**src/rtl/sfe_pkg.sv**
```systemverilog
// Package: shared widths for the converter front-end.
// Assumes a 12-bit result presented on a 16-pin port split in two 8-bit halves.
package sfe_pkg;
    localparam int RES_W  = 12;
    localparam int PORT_W = 16;
    localparam int HALF_W = PORT_W / 2;
    localparam int PAD_W  = 2 * HALF_W - RES_W;

    typedef logic [RES_W-1:0]  result_t;
    typedef logic [HALF_W-1:0] half_t;
    typedef logic [PORT_W-1:0] port_t;
endpackage

```
**src/rtl/sfe_start_ctl.sv**
```systemverilog
// Start decoder: combines chip select and read/convert as a level request.
// Assumes both inputs are synchronous to clk. Flags a start that follows the
// completion edge with the request still held, since no acquisition happened.
module sfe_start_ctl (
    input  logic clk,
    input  logic rst_n,
    input  logic cs_n,
    input  logic rdconv,
    input  logic idle,
    input  logic done,
    output logic start,
    output logic start_noacq
);
    logic req;
    logic held_q;

    // Level request: both lines low
    always_comb req = ~cs_n & ~rdconv;

    // Start only when idle; tag starts that follow a held completion
    always_comb begin
        start       = idle & req;
        start_noacq = idle & req & held_q;
    end

    // Remember whether the request was still present at the completion edge
    always_ff @(posedge clk) begin
        if (!rst_n) held_q <= 1'b0;
        else        held_q <= done & req;
    end
endmodule

```
**src/rtl/sfe_conv_timer.sv**
```systemverilog
// Conversion timer: runs a counter for CONV_CYCLES cycles after each start.
// Assumes PREV_WIN_CYCLES < CONV_CYCLES. Starts arriving while busy are
// ignored because the start decoder only fires when idle.
module sfe_conv_timer #(
    parameter int CONV_CYCLES     = 440,
    parameter int PREV_WIN_CYCLES = 300
) (
    input  logic clk,
    input  logic rst_n,
    input  logic start,
    input  logic start_noacq,
    output logic busy,
    output logic done,
    output logic in_window,
    output logic noacq
);
    localparam int CNT_W = (CONV_CYCLES > 1) ? $clog2(CONV_CYCLES) : 1;
    localparam logic [CNT_W-1:0] LAST = CNT_W'(CONV_CYCLES - 1);
    localparam logic [CNT_W-1:0] WIN  = CNT_W'(PREV_WIN_CYCLES);

    logic             busy_q;
    logic [CNT_W-1:0] cnt_q;
    logic             noacq_q;

    // Decode completion and the previous-data window from the count
    always_comb begin
        busy      = busy_q;
        done      = busy_q & (cnt_q == LAST);
        in_window = busy_q & (cnt_q < WIN);
        noacq     = noacq_q;
    end

    // Busy flag and cycle counter
    always_ff @(posedge clk) begin
        if (!rst_n) begin
            busy_q <= 1'b0;
            cnt_q  <= '0;
        end else if (start) begin
            busy_q <= 1'b1;
            cnt_q  <= '0;
        end else if (done) begin
            busy_q <= 1'b0;
            cnt_q  <= '0;
        end else if (busy_q) begin
            cnt_q  <= cnt_q + 1'b1;
        end
    end

    // Carry the no-acquisition tag through the running conversion
    always_ff @(posedge clk) begin
        if (!rst_n)     noacq_q <= 1'b0;
        else if (start) noacq_q <= start_noacq;
    end
endmodule

```
**src/rtl/sfe_result_reg.sv**
```systemverilog
// Output register: captures the test result at completion and keeps a trust
// bit. Assumes done is a single-cycle pulse from the timer.
module sfe_result_reg
    import sfe_pkg::*;
(
    input  logic    clk,
    input  logic    rst_n,
    input  logic    done,
    input  logic    noacq,
    input  result_t result_in,
    output result_t data_q,
    output logic    ok_q
);
    // Load result and its trust bit at the end of a conversion
    always_ff @(posedge clk) begin
        if (!rst_n) begin
            data_q <= '0;
            ok_q   <= 1'b0;
        end else if (done) begin
            data_q <= result_in;
            ok_q   <= ~noacq;
        end
    end
endmodule

```
**src/rtl/sfe_port_mux.sv**
```systemverilog
// Port mux: splits the result into two 8-bit halves, orders them by byte
// select and gates data and enables by the read condition.
// Assumes the low half is padded with zeros below the four low result bits.
module sfe_port_mux
    import sfe_pkg::*;
(
    input  result_t word,
    input  logic    cs_n,
    input  logic    rdconv,
    input  logic    byte_sel,
    output port_t   data_o,
    output port_t   data_oe_o
);
    half_t hi_half;
    half_t lo_half;
    port_t ordered;
    logic  drive;

    // Build the two halves of the result
    always_comb begin
        hi_half = word[RES_W-1 -: HALF_W];
        lo_half = {word[RES_W-HALF_W-1:0], {PAD_W{1'b0}}};
    end

    // Order the halves by byte select
    always_comb ordered = byte_sel ? {lo_half, hi_half} : {hi_half, lo_half};

    // Drive only when selected in read mode
    always_comb begin
        drive     = ~cs_n & rdconv;
        data_oe_o = {PORT_W{drive}};
        data_o    = drive ? ordered : '0;
    end
endmodule

```
**src/rtl/sfe_frontend.sv**
```systemverilog
// Top: converter control front-end. Connects start decode, conversion timer,
// output register and port mux. Assumes cs_n, rdconv and byte_sel are
// synchronous to clk; result_in stands in for the analog search result.
module sfe_frontend
    import sfe_pkg::*;
#(
    parameter int CONV_CYCLES     = 440,
    parameter int PREV_WIN_CYCLES = 300
) (
    input  logic              clk,
    input  logic              rst_n,
    input  logic              cs_n,
    input  logic              rdconv,
    input  logic              byte_sel,
    input  logic [RES_W-1:0]  result_in,
    output logic              ready_o,
    output logic [PORT_W-1:0] data_o,
    output logic [PORT_W-1:0] data_oe_o,
    output logic              data_valid_o
);
    logic    start, start_noacq;
    logic    busy, done, in_window, noacq;
    result_t stored;
    logic    stored_ok;

    sfe_start_ctl u_start (
        .clk         (clk),
        .rst_n       (rst_n),
        .cs_n        (cs_n),
        .rdconv      (rdconv),
        .idle        (~busy),
        .done        (done),
        .start       (start),
        .start_noacq (start_noacq)
    );

    sfe_conv_timer #(
        .CONV_CYCLES     (CONV_CYCLES),
        .PREV_WIN_CYCLES (PREV_WIN_CYCLES)
    ) u_timer (
        .clk         (clk),
        .rst_n       (rst_n),
        .start       (start),
        .start_noacq (start_noacq),
        .busy        (busy),
        .done        (done),
        .in_window   (in_window),
        .noacq       (noacq)
    );

    sfe_result_reg u_result (
        .clk       (clk),
        .rst_n     (rst_n),
        .done      (done),
        .noacq     (noacq),
        .result_in (result_in),
        .data_q    (stored),
        .ok_q      (stored_ok)
    );

    sfe_port_mux u_mux (
        .word      (stored),
        .cs_n      (cs_n),
        .rdconv    (rdconv),
        .byte_sel  (byte_sel),
        .data_o    (data_o),
        .data_oe_o (data_oe_o)
    );

    // Busy indication and trust flag, closed after the window
    always_comb begin
        ready_o      = ~busy;
        data_valid_o = busy ? (stored_ok & in_window) : stored_ok;
    end
endmodule

```
**config.mk**
```make
export PLATFORM = sky130hd
export DESIGN_NAME = sfe_frontend
export DESIGN_NICKNAME = d
export VERILOG_FILES = /design/src/rtl/sfe_pkg.sv /design/src/rtl/sfe_start_ctl.sv /design/src/rtl/sfe_conv_timer.sv /design/src/rtl/sfe_result_reg.sv /design/src/rtl/sfe_port_mux.sv /design/src/rtl/sfe_frontend.sv
export SDC_FILE = /design/constraint.sdc
export NUM_CORES = 1
export LEC_CHECK = 0
export ABC_AREA = 1
export BUFFER_PORTS_ARGS = -buffer_cell sky130_fd_sc_hd__clkbuf_2
export CAP_MARGIN = 10
export CORE_UTILIZATION = 40
export DETAILED_ROUTE_END_ITERATION = 16
export PLACE_DENSITY = 0.81
export SLEW_MARGIN = 20
export SYNTH_ARGS = -nofsm -noshare
export SYNTH_HDL_FRONTEND = slang
export SYNTH_SLANG_ARGS = --single-unit
export TNS_END_PERCENT = 10
```
**constraint.sdc**
```tcl
create_clock -name clk -period 1.3 [get_ports clk]
set_clock_uncertainty 0.15 [all_clocks]
set_input_delay 0.065 -clock clk [delete_from_list [all_inputs] [get_ports clk]]
set_output_delay 0.065 -clock clk [all_outputs]
set_load 0.005 [all_outputs]
```
==> results.toml <==
[final_layout]
drive_gt1_share_pct = 47.8
final_area_um2 = 2100
synthToLayoutAreaGrowth_pct = 54.5
final_nets = 293
antenna_cells = 0

[synthesis]
synth_top_family_by_area = "simple AND/OR/NAND/NOR gates"
synthTopCellsByCount = "60 x nand2_1, 25 x dfxtp_1, 20 x inv_1"
synthSimpleGateAreaFrac_pct = 35.4
synth_compound_area_share_pct = 5.60
synth.avg_cell_area_um2 = 6.81
ys_async_sr_fraction_pct = 0
yosysUniqueCellTypes = 22
yosysSeqAreaShare_pct = 36.7
yosysMostFrequentCell = "nand2_1"
syn_inst = 200
synthXorXnorAreaFrac_pct = 3.86
synth_largest_area_cell = "dfxtp_1"
synth_ff_type = "dfxtp_1"
syn-num-nets = 218
ys_ff_latch = 25
yosysWarnings = 0
syn_area_um2 = 1360
yosys-top-cells-area = "dfxtp_1 37%, nand2_1 17%, buf_4 9.4%"
synth_top_cell_area_share_pct = 36.7
synthAdderAreaFrac_pct = 0.918
synth-edff-count = 0
muxShareOfSynthArea_pct = 0

[grt]
grt_max_degree = 18
antenna_found_initial = 0
grt_pass1_wl_um = 5640
grt_pass1_vias = 1377
use_met3_pct = 4.05
grt-ovfl-total = 0
grtUsageTotal_pct = 20.5
top_usage_layer = "met2"
grtUsageMet1_pct = 22.6
grt_use_met2_pct = 39.4

[routing]
drt_first_pass_iters = 4
dr.first_iter.drc_count = 94
wl_per_cell_um = 11.4
drtAntennaViolNets = 0
routed_wl_um = 3640
drc = 0
viasPerCell = 4.67
num_vias = 1486

[floorplan]
core_area_um2 = 3150
initial_core_util_pct = 43.2
die_area_um2 = 3640
fp.dieW_um = 60.4
die_y_um = 60.4
pin_count = 51
row_count = 20

[sta]
setup_tns_ns = -0.635
min_period_ns = 1.45
rsz0062_at_grt = "yes"
final_hold_viol_count = 0
timing.fmax_mhz = 687
max_slew.worst_pin.slew_ns = 0.504
fin_crit_sh_pct = 112
maxSlewHeadroom_pct = 66.4
setup_viol_count_final = 17
slew_viol_final = 0
finalWorstSetupSlack_ns = -0.155

[power_and_ir_drop]
power.density_nw_per_um2 = 649
switching_share_pct = 26.3
p_leak_nw = 0.977
power_frac_clock_pct = 27.8
p_int_mw = 1.01
p_switching_uw = 359
p_seq_share_pct = 57.1
combPwrFrac_pct = 15.1
irDropWorstVdd_uv = 372

[place]
dpl.hpwl_um = 2260
io_buffers = 50
place_ws_ns = -0.147
place.gp.congestion = 0.830
dpl_cell_area_um2 = 1680

[worst_setup_path]
cp.arrival_ns = 1.24
criticalPathCategory = "reg2out"
worstPathRequired_ns = 1.09
timing.reg2reg.setup_slack_ns = -0.10
crit_fanout = 2
start_kind = "flop"
cp-end-kind = "primary output"

[worst_hold_path]
hold_path.class = "in2reg"

[cts]
numCtsBuffers = 3
path_clk_slew_ns = 0.16
ctsHtreeMaxLevel = 1
cts_tree = "built"
cts.root.buffer_cell = "clkbuf_4"
clk_path_buf_depth = 2
clk_latency_ns = 0.33
cts.sinks = 25

[status]
violations = "setup timing"
status = "finished with violations"

[run]
drv_cap = 0
-- state kept, by name (all words and copies together) (netlist names) --
| signal | cells |
|---|---|
| u_result.data_q | 12 |
| u_timer.cnt_q | 9 |
| u_result.ok_q | 1 |
| u_start.held_q | 1 |
| u_timer.busy | 1 |
| u_timer.noacq | 1 |
-- layout make-up --
cell class	instances	area (µm²)
clock buffer	3	22.5
clock inverter	1	8.76
fill	268	1050
inverter	21	78.8
multi-input combinational	131	758
sequential	25	524
tap	44	55.1
timing repair buffer	93	657
-- layout by cell type (no fill, tap or decap), drive strengths merged --
master	netlist	final
a31oi	1	1
nor3	9	9
dlygate4sd3	0	15
xnor2	2	2
clkbuf	3	47
o21ai	1	1
dfxtp	25	25
nor2	16	16
a21oi	13	13
nand2	62	62
inv	21	22
nand3	20	20
buf	20	34
ha	1	1
nand4	2	2
xor2	4	4
-- worst paths after layout --
| path | from | endpoint | depth (start not counted) |
|---|---|---|---|
| worst max-delay path | u_timer.cnt_q[7]$_SDFFE_PP0P_ | data_valid_o | 5 |
| worst min-delay path | rdconv | u_timer.busy$_SDFFE_PN0P_ | 5 |
| worst max register to register | u_timer.cnt_q[1]$_SDFFE_PP0P_ | u_timer.cnt_q[6]$_SDFFE_PP0P_ | 7 |
| worst min register to register | u_timer.noacq$_SDFFE_PN0P_ | u_timer.noacq$_SDFFE_PN0P_ | 2 |
-- metrics by stage --
stage	util (%)	hold slack [ns]	power, mW	cells
floorplan	-	0.0181	0.892	200
CTS	63.6	0.00840	1.37	318
detailed placement	53.3	0.109	0.956	292
global route	66.7	0.0371	1.44	318
finish	66.7	0.00693	1.37	318
global placement	53.3	0.105	0.952	292
-- critical path: stages (launching register included) --
cell and delay [ns]:
dfxtp_2 0.36, buf_6 0.12, nor2_4 0.11, a31oi_4 0.09, nor2_2 0.12, buf_2 0.13
-- cell families after synthesis --
| group | Yosys count |
|---|---|
| AOI/OAI and AO/OA | 15 |
| xor gates and xnor gates | 6 |
| adders and majority gates | 1 |
| buffers and inverters | 44 |
| DFF | 25 |
| and+or+nand+nor | 109 |
-- power by group through the flow --
stage	combinational [mW]	clock (mW)	sequential, mW
2_1_floorplan	0.0981	0	0.794
3_3_place_gp	0.157	0	0.796
3_5_place_dp	0.159	0	0.796
4_1_cts	0.198	0.386	0.782
5_1_grt	0.227	0.430	0.782
6_report	0.206	0.380	0.780
-- repair_timing --
action | CTS | global route
hold buffers | 15 | 0
setup endpoints to repair | 28 | 42
gates resized for setup | 30 | 36
hold endpoints to repair | 15 | 0
setup buffers | 7 | 0
pin swaps | 12 | 9
cloned | 0 | 0
-- metal layers --
| layer | wire length (µm) | vias up |
|---|---|---|
| met5 | 0 | - |
| li1 | - | 758 |
| met1 | 1520 | 679 |
| met4 | 55 | 0 |
| met3 | 151 | 8 |
| met2 | 1910 | 41 |
Power figures use the tool's default switching activity.
